==> src/rtl/pwm_chan_pkg.sv <==
package pwm_chan_pkg;

   // Action chosen by the edge comparator for the next pin state
   typedef enum logic [1:0] {
      EDGE_HOLD = 2'd0,
      EDGE_RISE = 2'd1,
      EDGE_FALL = 2'd2
   } edge_act_e;

   localparam int unsigned DEF_CNT_W  = 14;
   localparam int unsigned DEF_DUTY_W = 19;
   localparam int unsigned DEF_FRAC_W = 4;
   localparam int unsigned DEF_OVF_W  = 10;
   localparam int unsigned DEF_NTMR   = 4;

endpackage

==> src/rtl/pwm_tmr_mux.sv <==
module pwm_tmr_mux #(
   parameter int unsigned CNT_W = 14,
   parameter int unsigned NTMR  = 4,
   localparam int unsigned SEL_W = (NTMR > 1) ? $clog2(NTMR) : 1
) (
   input  logic [NTMR*CNT_W-1:0] cnt_bus_i,
   input  logic [NTMR-1:0]       ovf_bus_i,
   input  logic [SEL_W-1:0]      sel_i,
   output logic [CNT_W-1:0]      cnt_o,
   output logic                  ovf_o
);

   logic [CNT_W-1:0] cnt_arr [NTMR];

   for (genvar k = 0; k < NTMR; k++) begin : g_unpack
      assign cnt_arr[k] = cnt_bus_i[k*CNT_W +: CNT_W];
   end

   if ((1 << SEL_W) == NTMR) begin : g_full
      assign cnt_o = cnt_arr[sel_i];
      assign ovf_o = ovf_bus_i[sel_i];
   end else begin : g_partial
      always_comb begin
         cnt_o = '0;
         ovf_o = 1'b0;
         for (int k = 0; k < NTMR; k++) begin
            if (sel_i == SEL_W'(k)) begin
               cnt_o = cnt_arr[k];
               ovf_o = ovf_bus_i[k];
            end
         end
      end
   end

endmodule

==> src/rtl/pwm_shadow.sv <==
module pwm_shadow #(
   parameter int unsigned CNT_W  = 14,
   parameter int unsigned DUTY_W = 19,
   parameter int unsigned FRAC_W = 4,
   parameter int unsigned SEL_W  = 2
) (
   input  logic              clk_i,
   input  logic              rst_ni,
   input  logic              upd_i,
   input  logic [SEL_W-1:0]  pend_sel_i,
   input  logic              pend_out_en_i,
   input  logic [CNT_W-1:0]  pend_hpt_i,
   input  logic [DUTY_W-1:0] pend_duty_i,
   input  logic              pend_ovf_en_i,
   output logic [SEL_W-1:0]  act_sel_o,
   output logic              act_out_en_o,
   output logic [CNT_W-1:0]  act_hpt_o,
   output logic [CNT_W-1:0]  act_dint_o,
   output logic              act_ovf_en_o
);

   // only the integer bits that survive truncation are kept
   always_ff @(posedge clk_i or negedge rst_ni) begin
      if (!rst_ni) begin
         act_sel_o    <= '0;
         act_out_en_o <= 1'b0;
         act_hpt_o    <= '0;
         act_dint_o   <= '0;
         act_ovf_en_o <= 1'b0;
      end else if (upd_i) begin
         act_sel_o    <= pend_sel_i;
         act_out_en_o <= pend_out_en_i;
         act_hpt_o    <= pend_hpt_i;
         act_dint_o   <= pend_duty_i[FRAC_W +: CNT_W];
         act_ovf_en_o <= pend_ovf_en_i;
      end
   end

endmodule

==> src/rtl/pwm_edge_gen.sv <==
module pwm_edge_gen
   import pwm_chan_pkg::*;
#(
   parameter int unsigned CNT_W   = 14,
   parameter bit          REG_PIN = 1'b0
) (
   input  logic             clk_i,
   input  logic             rst_ni,
   input  logic [CNT_W-1:0] cnt_i,
   input  logic [CNT_W-1:0] hpt_i,
   input  logic [CNT_W-1:0] dint_i,
   input  logic             out_en_i,
   input  logic             idle_lvl_i,
   output logic             wave_o,
   output logic             pin_o
);

   logic [CNT_W-1:0] lpt;
   edge_act_e        act;

   assign lpt = hpt_i + dint_i;

   // falling match wins so a zero duty stays low
   always_comb begin
      if (cnt_i == lpt)        act = EDGE_FALL;
      else if (cnt_i == hpt_i) act = EDGE_RISE;
      else                     act = EDGE_HOLD;
   end

   always_ff @(posedge clk_i or negedge rst_ni) begin
      if (!rst_ni)                wave_o <= 1'b0;
      else if (act == EDGE_FALL)  wave_o <= 1'b0;
      else if (act == EDGE_RISE)  wave_o <= 1'b1;
   end

   if (REG_PIN) begin : g_reg_pin
      always_ff @(posedge clk_i or negedge rst_ni) begin
         if (!rst_ni) pin_o <= 1'b0;
         else         pin_o <= out_en_i ? wave_o : idle_lvl_i;
      end
   end else begin : g_comb_pin
      assign pin_o = out_en_i ? wave_o : idle_lvl_i;
   end

endmodule

==> src/rtl/pwm_ovf_cnt.sv <==
module pwm_ovf_cnt #(
   parameter int unsigned OVF_W = 10
) (
   input  logic             clk_i,
   input  logic             rst_ni,
   input  logic             en_i,
   input  logic             ovf_i,
   input  logic             clr_i,
   input  logic [OVF_W-1:0] lim_i,
   output logic             irq_o
);

   logic [OVF_W-1:0] cnt_q;
   logic             hit;

   assign hit = en_i && ovf_i && !clr_i && (cnt_q == lim_i);

   always_ff @(posedge clk_i or negedge rst_ni) begin
      if (!rst_ni) begin
         cnt_q <= '0;
         irq_o <= 1'b0;
      end else begin
         irq_o <= hit;
         if (clr_i || hit)       cnt_q <= '0;
         else if (en_i && ovf_i) cnt_q <= cnt_q + 1'b1;
      end
   end

endmodule

==> src/rtl/pwm_chan.sv <==
module pwm_chan
   import pwm_chan_pkg::*;
#(
   parameter int unsigned CNT_W   = DEF_CNT_W,
   parameter int unsigned DUTY_W  = DEF_DUTY_W,
   parameter int unsigned FRAC_W  = DEF_FRAC_W,
   parameter int unsigned OVF_W   = DEF_OVF_W,
   parameter int unsigned NTMR    = DEF_NTMR,
   parameter bit          REG_PIN = 1'b0,
   localparam int unsigned SEL_W  = (NTMR > 1) ? $clog2(NTMR) : 1
) (
   input  logic                  clk_i,
   input  logic                  rst_ni,
   input  logic [NTMR*CNT_W-1:0] tmr_cnt_i,
   input  logic [NTMR-1:0]       tmr_ovf_i,
   input  logic                  upd_i,
   input  logic [SEL_W-1:0]      pend_sel_i,
   input  logic                  pend_out_en_i,
   input  logic [CNT_W-1:0]      pend_hpt_i,
   input  logic [DUTY_W-1:0]     pend_duty_i,
   input  logic                  pend_ovf_en_i,
   input  logic                  idle_lvl_i,
   input  logic [OVF_W-1:0]      ovf_lim_i,
   input  logic                  ovf_clr_i,
   output logic                  pwm_o,
   output logic                  ovf_irq_o
);

   if (DUTY_W < FRAC_W + CNT_W) begin : g_bad_duty
      $error("pwm_chan: DUTY_W too small for FRAC_W + CNT_W");
   end
   if (NTMR < 1) begin : g_bad_ntmr
      $error("pwm_chan: NTMR must be at least 1");
   end

   logic [SEL_W-1:0] act_sel;
   logic             act_out_en;
   logic [CNT_W-1:0] act_hpt;
   logic [CNT_W-1:0] act_dint;
   logic             act_ovf_en;
   logic [CNT_W-1:0] sel_cnt;
   logic             sel_ovf;
   logic             wave;

   pwm_shadow #(
      .CNT_W(CNT_W), .DUTY_W(DUTY_W), .FRAC_W(FRAC_W), .SEL_W(SEL_W)
   ) u_shadow (
      .clk_i(clk_i), .rst_ni(rst_ni), .upd_i(upd_i),
      .pend_sel_i(pend_sel_i), .pend_out_en_i(pend_out_en_i),
      .pend_hpt_i(pend_hpt_i), .pend_duty_i(pend_duty_i),
      .pend_ovf_en_i(pend_ovf_en_i),
      .act_sel_o(act_sel), .act_out_en_o(act_out_en),
      .act_hpt_o(act_hpt), .act_dint_o(act_dint),
      .act_ovf_en_o(act_ovf_en)
   );

   pwm_tmr_mux #(.CNT_W(CNT_W), .NTMR(NTMR)) u_mux (
      .cnt_bus_i(tmr_cnt_i), .ovf_bus_i(tmr_ovf_i), .sel_i(act_sel),
      .cnt_o(sel_cnt), .ovf_o(sel_ovf)
   );

   pwm_edge_gen #(.CNT_W(CNT_W), .REG_PIN(REG_PIN)) u_edge (
      .clk_i(clk_i), .rst_ni(rst_ni), .cnt_i(sel_cnt),
      .hpt_i(act_hpt), .dint_i(act_dint), .out_en_i(act_out_en),
      .idle_lvl_i(idle_lvl_i), .wave_o(wave), .pin_o(pwm_o)
   );

   pwm_ovf_cnt #(.OVF_W(OVF_W)) u_ovf (
      .clk_i(clk_i), .rst_ni(rst_ni), .en_i(act_ovf_en), .ovf_i(sel_ovf),
      .clr_i(ovf_clr_i), .lim_i(ovf_lim_i), .irq_o(ovf_irq_o)
   );

endmodule

==> config.mk <==
export PLATFORM = sky130hd
export DESIGN_NAME = pwm_chan
export DESIGN_NICKNAME = d
export VERILOG_FILES = /design/src/rtl/pwm_chan_pkg.sv /design/src/rtl/pwm_tmr_mux.sv /design/src/rtl/pwm_shadow.sv /design/src/rtl/pwm_edge_gen.sv /design/src/rtl/pwm_ovf_cnt.sv /design/src/rtl/pwm_chan.sv
export SDC_FILE = /design/constraint.sdc
export NUM_CORES = 1
export LEC_CHECK = 0
export BUFFER_PORTS_ARGS = -buffer_cell sky130_fd_sc_hd__buf_2
export CORE_MARGIN = 2
export CORE_UTILIZATION = 52
export CTS_BUF_LIST = sky130_fd_sc_hd__clkbuf_16
export DETAILED_ROUTE_END_ITERATION = 8
export GPL_TIMING_DRIVEN = 0
export MAX_ROUTING_LAYER = met4
export PLACE_DENSITY = 0.81
export SLEW_MARGIN = 40
export SYNTH_ARGS = -nofsm -noshare
export SYNTH_HDL_FRONTEND = slang
export SYNTH_HIERARCHICAL = 1
export SYNTH_SLANG_ARGS = --single-unit
==> constraint.sdc <==
create_clock -name clk_i -period 3.45 [get_ports clk_i]
set_clock_uncertainty 0.1 [all_clocks]
set_input_delay 0 -clock clk_i [delete_from_list [all_inputs] [get_ports clk_i]]
set_output_delay 0 -clock clk_i [all_outputs]
set_load 0.02 [all_outputs]
* Word-level counts from Yosys, hierarchy flattened
Index checks and enable logic that the tools add are counted.
** Cells by class
- Add/sub/neg operators :: 2
- Magnitude comparators :: 2
- Eq/ne operators :: 5
- Mux-type cells :: 12
- Bitwise logic cells :: 1
- Reduce and logical (&&, ||, !) cells :: 7
** Operator list (count)
- $bmux 14 s2 :: 1
- $eq 14x14->1 :: 2
- $mux 14 :: 2
- $mux 10 :: 2
- $add 14x14->14 :: 1
- $add 10x1->10 const B :: 1
- $eq 10x10->1 :: 1
- $mux 1 :: 5
- $reduce_bool 2->1 :: 2
- $ge 3x3->1 const B :: 1
- $logic_and 1x1->1 :: 3
- $lt 2x3->1 const B :: 1
- $not 2->3 :: 1
- $bmux 1 s2 :: 1
- $eq 2x1->1 const B :: 1
- $eq 2x2->1 const B :: 1
- $mux 2 :: 1
- $logic_not 1->1 :: 1
- $logic_or 1x1->1 :: 1
** Word-level totals
- Bits in registers :: 44
- Input bits :: 112
- Output and inout port bits :: 2
- Word-level logic and storage cells :: 37

* Logic depth before layout (Yosys ltp)
Gate-level depths: netlist (run 1).
- Depth after elaboration :: 10
- Gate-level depth with buffers :: 9
- Depth with buffers taken out :: 8

* Modules after synthesis
Netlist (run 1), hierarchy kept.
** By module, submodules not included
- pwm_shadow :: instances 1, cells each 68, area each 1345.0 µm²
- pwm_edge_gen :: instances 1, cells each 149, area each 1151.1 µm²
- pwm_ovf_cnt :: instances 1, cells each 65, area each 651.9 µm²
- pwm_tmr_mux :: instances 1, cells each 18, area each 392.9 µm²

* Worst setup path after synthesis (run 1)
OpenSTA, ideal clock, no wires.
- Path type :: register -> register
- From :: register u_shadow.act_sel_o[0]
- To :: register u_edge.wave_o
- Setup time :: 0.143 ns
- Data arrival time :: 2.343 ns
- Path slack :: 0.864 ns
- Cell stages (with the launch flop) :: 10
- Buffers on the path :: 2
- Cell sequence :: dfrtp_1 -> buf_6 -> buf_12 -> mux4_2 -> xnor2_1 -> a211o_1 -> a311oi_1 -> nand4b_1 -> nor4b_2 -> a41oi_1
** Between the ends
- Longest elaborated chain between the ends :: 9
- Elaborated cells on any way between the ends :: 12
- Those cells by class :: 4 x eq/ne; 6 x mux; 1 x bitwise; 1 x reduce/logical
** Ends and longest elaborated chain
- start: declaration :: line pwm_shadow.sv:15 : output logic [SEL_W-1:0] act_sel_o,
- start signal: assignment :: line pwm_shadow.sv:31 : act_sel_o <= pend_sel_i;
- $not 2->3 (implied by the code) * :: line pwm_tmr_mux.sv:20 : assign cnt_o = cnt_arr[sel_i];
- $bmux 14 s2 * :: line pwm_tmr_mux.sv:20
- $mux 14 (implied by the code) * (2 in series) :: line pwm_tmr_mux.sv:20
- via sel_cnt[11] :: line pwm_chan.sv:41 : logic [CNT_W-1:0] sel_cnt;
- $eq 14x14->1 :: line pwm_edge_gen.sv:26 : else if (cnt_i == hpt_i) act = EDGE_RISE;
- $mux 1 :: line pwm_edge_gen.sv:26
- $mux 2 * :: line pwm_edge_gen.sv:25 : if (cnt_i == lpt) act = EDGE_FALL;
- $eq 2x2->1 / $eq 2x1->1 (equally long branches) :: line pwm_edge_gen.sv:32, pwm_edge_gen.sv:33
- $mux 1 / $reduce_bool 2->1 (equally long branches)
- end signal: assignment :: line pwm_edge_gen.sv:31 : if (!rst_ni) wave_o <= 1'b0;
- end signal: assignment :: line pwm_edge_gen.sv:32 : else if (act == EDGE_FALL) wave_o <= 1'b0;
- end signal: assignment :: line pwm_edge_gen.sv:33 : else if (act == EDGE_RISE) wave_o <= 1'b1;
- end: declaration :: line pwm_edge_gen.sv:14 : output logic wave_o,
Mark *: on every way through the listed nets, which the timed path passes. The rest lies on a longest branch. The select of a mux whose other input is x is not followed.
A chain may end at the register's enable or synchronous reset.

* Worst setup path after layout (run 1)
- From :: register u_shadow.act_sel_o[1]
- To :: register u_edge.wave_o
The elaborated chain is that of the path after synthesis.

==> results.yml, run 1 <==
outcome:
  status: "complete, no violations"
grt:
  overflow: 0
  grt_pass1_wl_mm: 14.8
  met2_usage: 0.463
  grtUsageTotal: 0.260
  grt_use_met3: 0.0343
  use_met1: 0.306
  antenna_found_initial: 0
  grt_pass1_vias: 3248
  grt_most_used_layer: "met2"
  grt_max_degree: 45
worst_setup_path:
  setup.worst_path.start_class: "flip-flop"
  critPathRequiredTime_ps: 3490
  arrival_ps: 2850
  crit_fanout: 10
  worstSetupPathType: "flip-flop to flip-flop"
  r2r_slack_ps: 650
  cp-end-kind: "flip-flop"
yosys:
  synth_edf_count: 0
  synthTopCellsByArea: "dfrtp_1 (31%), mux2_4 (13%), mux4_2 (6.4%), xor2_1 (6.2%), xnor2_1 (5.9%)"
  synth_top_area_cell: "dfrtp_1"
  synth_seq_area_share: 0.311
  synth_area_per_cell_um2: 11.8
  synth_area_um2: 3540
  ys.flop_type: "dfrtp_1"
  synthDistinctLibCells: 54
  ys_warn_count: 6
  syn_nets: 427
  synthCells: 300
  synth-seq-cells: 44
  synth_top_cell_area_share: 0.311
  async_flop_share: 1.00
power:
  leakage_nw: 2.23
  p_per_area_nw_per_um2: 435
  ir_drop_v: 0.000224
clock_network:
  clk_pin_slew_worst_paths_ps: 60
  htree_levels: 2
  clkLatencyLatePin_ps: 290
  tritoncts: "built"
  clock-root-buffer: "clkbuf_16"
  numCtsBuffers: 5
  cts.sinks: 44
  post_cts_buffers: 0
  clk_path_buf_depth: 2
place:
  port_buffers: 107
  place_inst: 487
  dp_hpwl_mm: 6.69
  place_congestion: 0.925
die:
  dieArea_um2: 7490
  die_w_um: 86.5
  start_util: 0.530
  dieHeight_um: 86.5
  io_pins: 114
  core_um2: 6680
  row_count: 30
routing:
  num_vias: 3081
  route.detailed.drc: 0
  wl_mm: 9.17
  drt-wirelength-per-cell_um: 17.3
  dr.pass1.iters: 6
  ant_nets: 0
  drtIter0Drc: 190
  vias_per_cell: 5.80
timing:
  slew_viol_final: 0
  relSlewSlack: 0.623
  fin_tns_setup_ps: 0
  rsz0062_at_grt: "no"
  fmax_mhz: 357
  fin_crit_ps: 2800
  setup_viol: 0
  period_share: 0.813
  finalHoldViolCount: 0
  worstMarginPinSlew_ps: 566
layout:
  fin_nets: 577
  layout_common_cells: "buf_2 (110), dfrtp_1 (44), dlygate4sd3_1 (36), mux2_4 (30), xor2_1 (25)"
  final_common_cell: "buf_2"
  fin_util: 0.712
  syn2layout_area_growth_pct: 34.3
  instances_no_fill: 531
  antenna_cells: 0
  drive_gt1_frac: 0.388
  fillCellCount: 515
hold_path:
  hold_path.class: "input port to flip-flop"
flow_run:
  max_cap_viol_count: 0
-- cell usage after synthesis, types with 5 or more instances --
master    n
mux4_1    5
mux4_2   10
dfrtp_1  44
nand2_1  15
a21oi_1  12
nor2_1   15
ha_1     14
xnor2_1  24
nand3_1  10
nand4_1   9
mux2_4   30
o21ai_0   5
nor3_1    6
xor2_1   25
-- sequential cells by signal, summed over array words and instances (netlist names) --
name,cells
u_edge/wave_o,1
u_ovf/cnt_q,10
u_ovf/irq_o,1
u_shadow/act_dint_o,14
u_shadow/act_hpt_o,14
u_shadow/act_out_en_o,1
u_shadow/act_ovf_en_o,1
u_shadow/act_sel_o,2
-- worst max-delay path: stages, from the launching register on --
cell	delay [ps]
dfrtp_1	480
buf_2	360
mux4_2	420
xnor2_1	180
a211o_1	300
a311oi_1	240
nand4b_1	160
nor4b_2	270
a41oi_1	140
-- routing by layer --
metal	up-vias	wire (um)
met3	27	404
met5	-	0
met2	119	4830
li1	1439	-
met1	1496	3750
met4	0	184
-- worst paths after layout --
check / endpoint / startpoint / cells past startpoint
setup reg to reg: u_edge/wave_o$_DFFE_PN0P_ / u_shadow/act_sel_o[1]$_DFFE_PN0P_ / 8
hold / removal: u_ovf/irq_o$_DFF_PN0_ / ovf_lim_i[6] / 4
hold reg to reg: u_shadow/act_dint_o[3]$_DFFE_PN0P_ / u_shadow/act_dint_o[3]$_DFFE_PN0P_ / 1
setup / recovery: u_edge/wave_o$_DFFE_PN0P_ / u_shadow/act_sel_o[1]$_DFFE_PN0P_ / 8
min in group asynchronous: u_shadow/act_hpt_o[4]$_DFFE_PN0P_ / rst_ni / 2
max in group asynchronous: u_shadow/act_dint_o[8]$_DFFE_PN0P_ / rst_ni / 2
-- cell families (layout without fill, tap and decap cells) --
family                     count (synthesis)  after routing  synth area share
adders and majority gates                 15             15            0.0551
DFF                                       44             44             0.311
buffers and inverters                     16            167            0.0410
and+or+nand+nor                           74             74             0.113
xor gates and xnor gates                  51             51             0.134
muxes                                     50             50             0.243
AOI/OAI and AO/OA                         50             50             0.103
-- cell type report --
type                    instances  area [um^2]  share of cell area
multi-input cells             240         2290               0.483
flip-flops and latches         44         1100               0.232
repair buffers                143          898               0.189
plain buffers                  12          130              0.0274
clock buffers                   5          125              0.0263
well taps                      80          100              0.0211
clock inverters                 3         90.1              0.0189
inverters                       4         15.0             0.00316
-- where the power goes --
group	switching (mW)	internal, mW
registers	0.0434	0.557
logic	0.377	0.406
clock network	0.198	0.488
-- through the flow --
stage	setup slack, ps	instance area, um^2	total power, mW	hold WS [ps]
after floorplan	864	3540	1.14	-396
after global placement	666	4180	1.32	112
after detailed placement	645	4180	1.34	-64.6
after CTS	637	4750	2.07	3.74
after global routing	484	4750	2.17	43.3
final	646	4750	2.07	7.56
-- repair_timing --
item / CTS / global route
gates resized for setup: 0 / 0
hold buffers: 36 / 0
hold endpoints to repair: 86 / 0
(Power assumes the default switching activity.)
==> run 2, diff against run 1 <==
--- a/config.mk
+++ b/config.mk
@@ -7,12 +7,12 @@
 export LEC_CHECK = 0
 export BUFFER_PORTS_ARGS = -buffer_cell sky130_fd_sc_hd__buf_2
 export CORE_MARGIN = 2
-export CORE_UTILIZATION = 52
+export CORE_UTILIZATION = 47
 export CTS_BUF_LIST = sky130_fd_sc_hd__clkbuf_16
 export DETAILED_ROUTE_END_ITERATION = 8
 export GPL_TIMING_DRIVEN = 0
 export MAX_ROUTING_LAYER = met4
-export PLACE_DENSITY = 0.81
+export PLACE_DENSITY = 0.78
 export SLEW_MARGIN = 40
 export SYNTH_ARGS = -nofsm -noshare
 export SYNTH_HDL_FRONTEND = slang
==> constraint.sdc (replaced) <==
create_clock -name clk_i -period 2.3 [get_ports clk_i]
set_clock_uncertainty 0.1 [all_clocks]
set_input_delay 0 -clock clk_i [delete_from_list [all_inputs] [get_ports clk_i]]
set_output_delay 0 -clock clk_i [all_outputs]
set_load 0.02 [all_outputs]
==> run 2 against run 1 <==
Against the previous run:
- the flow now finishes with violations (negative setup slack)
- highest routed layer unchanged
- first-iteration DRC count shrank 9.5%
- sequential power increased by 50%
- flip-flop and latch count unchanged
==> results.yml, run 2 (synthesis results as in run 1) <==
outcome:
  status: "finished, violations left"
  violations: "negative setup slack"
die:
  die_w_um: 90.8
  io_pins: 114
  dieArea_um2: 8240
  core_um2: 7290
  row_count: 31
  dieHeight_um: 90.8
  start_util: 0.486
power:
  p_per_area_nw_per_um2: 609
  power_mw: 2.96
  ir_drop_v: 0.000370
  leakage_nw: 2.27
worst_setup_path:
  arrival_ps: 2640
  r2r_slack_ps: -290
  worstReg2RegEnd: "u_edge/wave_o$_DFFE_PN0P_"
  crit_fanout: 5
  worstSetupPathType: "flip-flop to flip-flop"
  setup.worst_path.start_class: "flip-flop"
  critPathRequiredTime_ps: 2350
  cp-end-kind: "flip-flop"
  ff2ff_path_depth: 9
  r2r_start: "u_shadow/act_sel_o[0]$_DFFE_PN0P_"
clock_network:
  htree_levels: 2
  numCtsBuffers: 5
  clk_path_buf_depth: 2
  clock-root-buffer: "clkbuf_16"
  clkLatencyLatePin_ps: 280
  cts.sinks: 44
  clk_pin_slew_worst_paths_ps: 70
  tritoncts: "built"
place:
  placed_area_um2: 4210
  place_congestion: 1.00
  dp_hpwl_mm: 6.76
  port_buffers: 107
hold_path:
  min_from: "ovf_lim_i[6]"
  min_to: "u_ovf/irq_o$_DFF_PN0_"
  hold_path.class: "input port to flip-flop"
  holdPathStages: 4
layout:
  layout_common_cells: "buf_2 (109), dfrtp_1 (44), dlygate4sd3_1 (35), mux2_4 (30), xor2_1 (24)"
  fin_nets: 585
  postLayoutCellArea_um2: 4850
  final_common_cell: "buf_2"
  antenna_cells: 0
  fillCellCount: 570
  reg_top3: "u_shadow/act_dint_o x14, u_shadow/act_hpt_o x14, u_ovf/cnt_q x10"
  syn2layout_area_growth_pct: 37.1
  drive_gt1_frac: 0.414
grt:
  grt_pass1_vias: 3276
  antenna_found_initial: 0
  grt_pass1_wl_mm: 15.2
  grt_max_degree: 45
  use_met1: 0.286
  grtUsageTotal: 0.236
  grt_most_used_layer: "met2"
  overflow: 0
  grt_use_met3: 0.0317
  met2_usage: 0.414
timing:
  finalHoldViolCount: 0
  finalWorstSetupSlack_ps: -293
  fmax_mhz: 386
  rsz0062_at_grt: "yes"
  worst_hold_slack_ps: 15.1
  worstMarginPinSlew_ps: 571
  slew_viol_final: 0
  setup_viol: 1
  period_share: 1.13
  relSlewSlack: 0.619
  fin_crit_ps: 2590
routing:
  drt-wirelength-per-cell_um: 16.8
  vias_per_cell: 5.46
  dr.pass1.iters: 4
  wl_mm: 9.39
  drtIter0Drc: 172
  route.detailed.drc: 0
  ant_nets: 0
  num_vias: 3048
flow_run:
  max_cap_viol_count: 0
[run 2: cell count changes in the layout (fill, tap and decap cells not counted), sizes merged]
cell and delta:
buf +9, bufinv -2, clkinv +2, dlygate4sd3 -1
[run 2: worst max-delay path, stage by stage, from the launching register on]
cell and delay [ps]:
dfrtp_1 370, buf_6 140, buf_12 130, mux4_2 560, xnor2_2 160, a211o_1 270, a311oi_2 200, nand4b_1 160
nor4b_2 230, a41oi_1 130
[run 2: per-layer routing]
metal,share of wire,up-vias
met5,0,-
met4,0.020,0
met3,0.029,16
met2,0.52,87
met1,0.43,1493
li1,-,1452
[run 2: where the power goes]
part	total, mW	switching (mW)	leakage (nW)	internal [mW]
sequential	0.897	0.0617	0.541	0.835
clock	0.815	0.305	0.0814	0.511
combinational	1.25	0.588	1.65	0.659
[run 2: worst max-delay path by stage]
stage	from	end	slack [ps]	cells after the start
3_5_place_dp	u_shadow/act_sel_o[1]$_DFFE_PN0P_	u_edge/wave_o$_DFFE_PN0P_	-460	8
6_report	u_shadow/act_sel_o[0]$_DFFE_PN0P_	u_edge/wave_o$_DFFE_PN0P_	-290	9
3_3_place_gp	u_shadow/act_sel_o[0]$_DFFE_PN0P_	u_edge/wave_o$_DFFE_PN0P_	-370	9
5_1_grt	u_shadow/act_sel_o[0]$_DFFE_PN0P_	u_edge/wave_o$_DFFE_PN0P_	-400	9
2_1_floorplan	u_shadow/act_sel_o[0]$_DFFE_PN0P_	u_edge/wave_o$_DFFE_PN0P_	-160	9
4_1_cts	u_shadow/act_sel_o[0]$_DFFE_PN0P_	u_edge/wave_o$_DFFE_PN0P_	-260	9
[run 2: through the flow]
stage / util / TNS, ps / setup slack (ps) / instances
floorplan: - / -164 / -164 / 300
global placement: 0.577 / -366 / -366 / 506
detailed placement: 0.577 / -462 / -462 / 506
CTS: 0.664 / -264 / -264 / 557
global route: 0.666 / -402 / -402 / 558
finish: 0.666 / -293 / -293 / 558
[run 2: cell type report]
type | count | area [um^2] | share of cell area
tap | 99 | 124 | 0.0255
clock buffer | 5 | 125 | 0.0258
buffer | 12 | 133 | 0.0273
timing repair buffer | 151 | 993 | 0.205
clock inverter | 3 | 42.5 | 0.00876
multi-input combinational | 240 | 2320 | 0.478
sequential | 44 | 1100 | 0.227
inverter | 4 | 15.0 | 0.00309
[run 2: timing repair]
action	CTS	global route
gates resized for setup	3	4
endpoints found under the hold margin	76	0
pin swaps	3	2
endpoints found under the setup margin	2	11
setup buffers	8	1
hold buffers	35	0
gates cloned	0	0
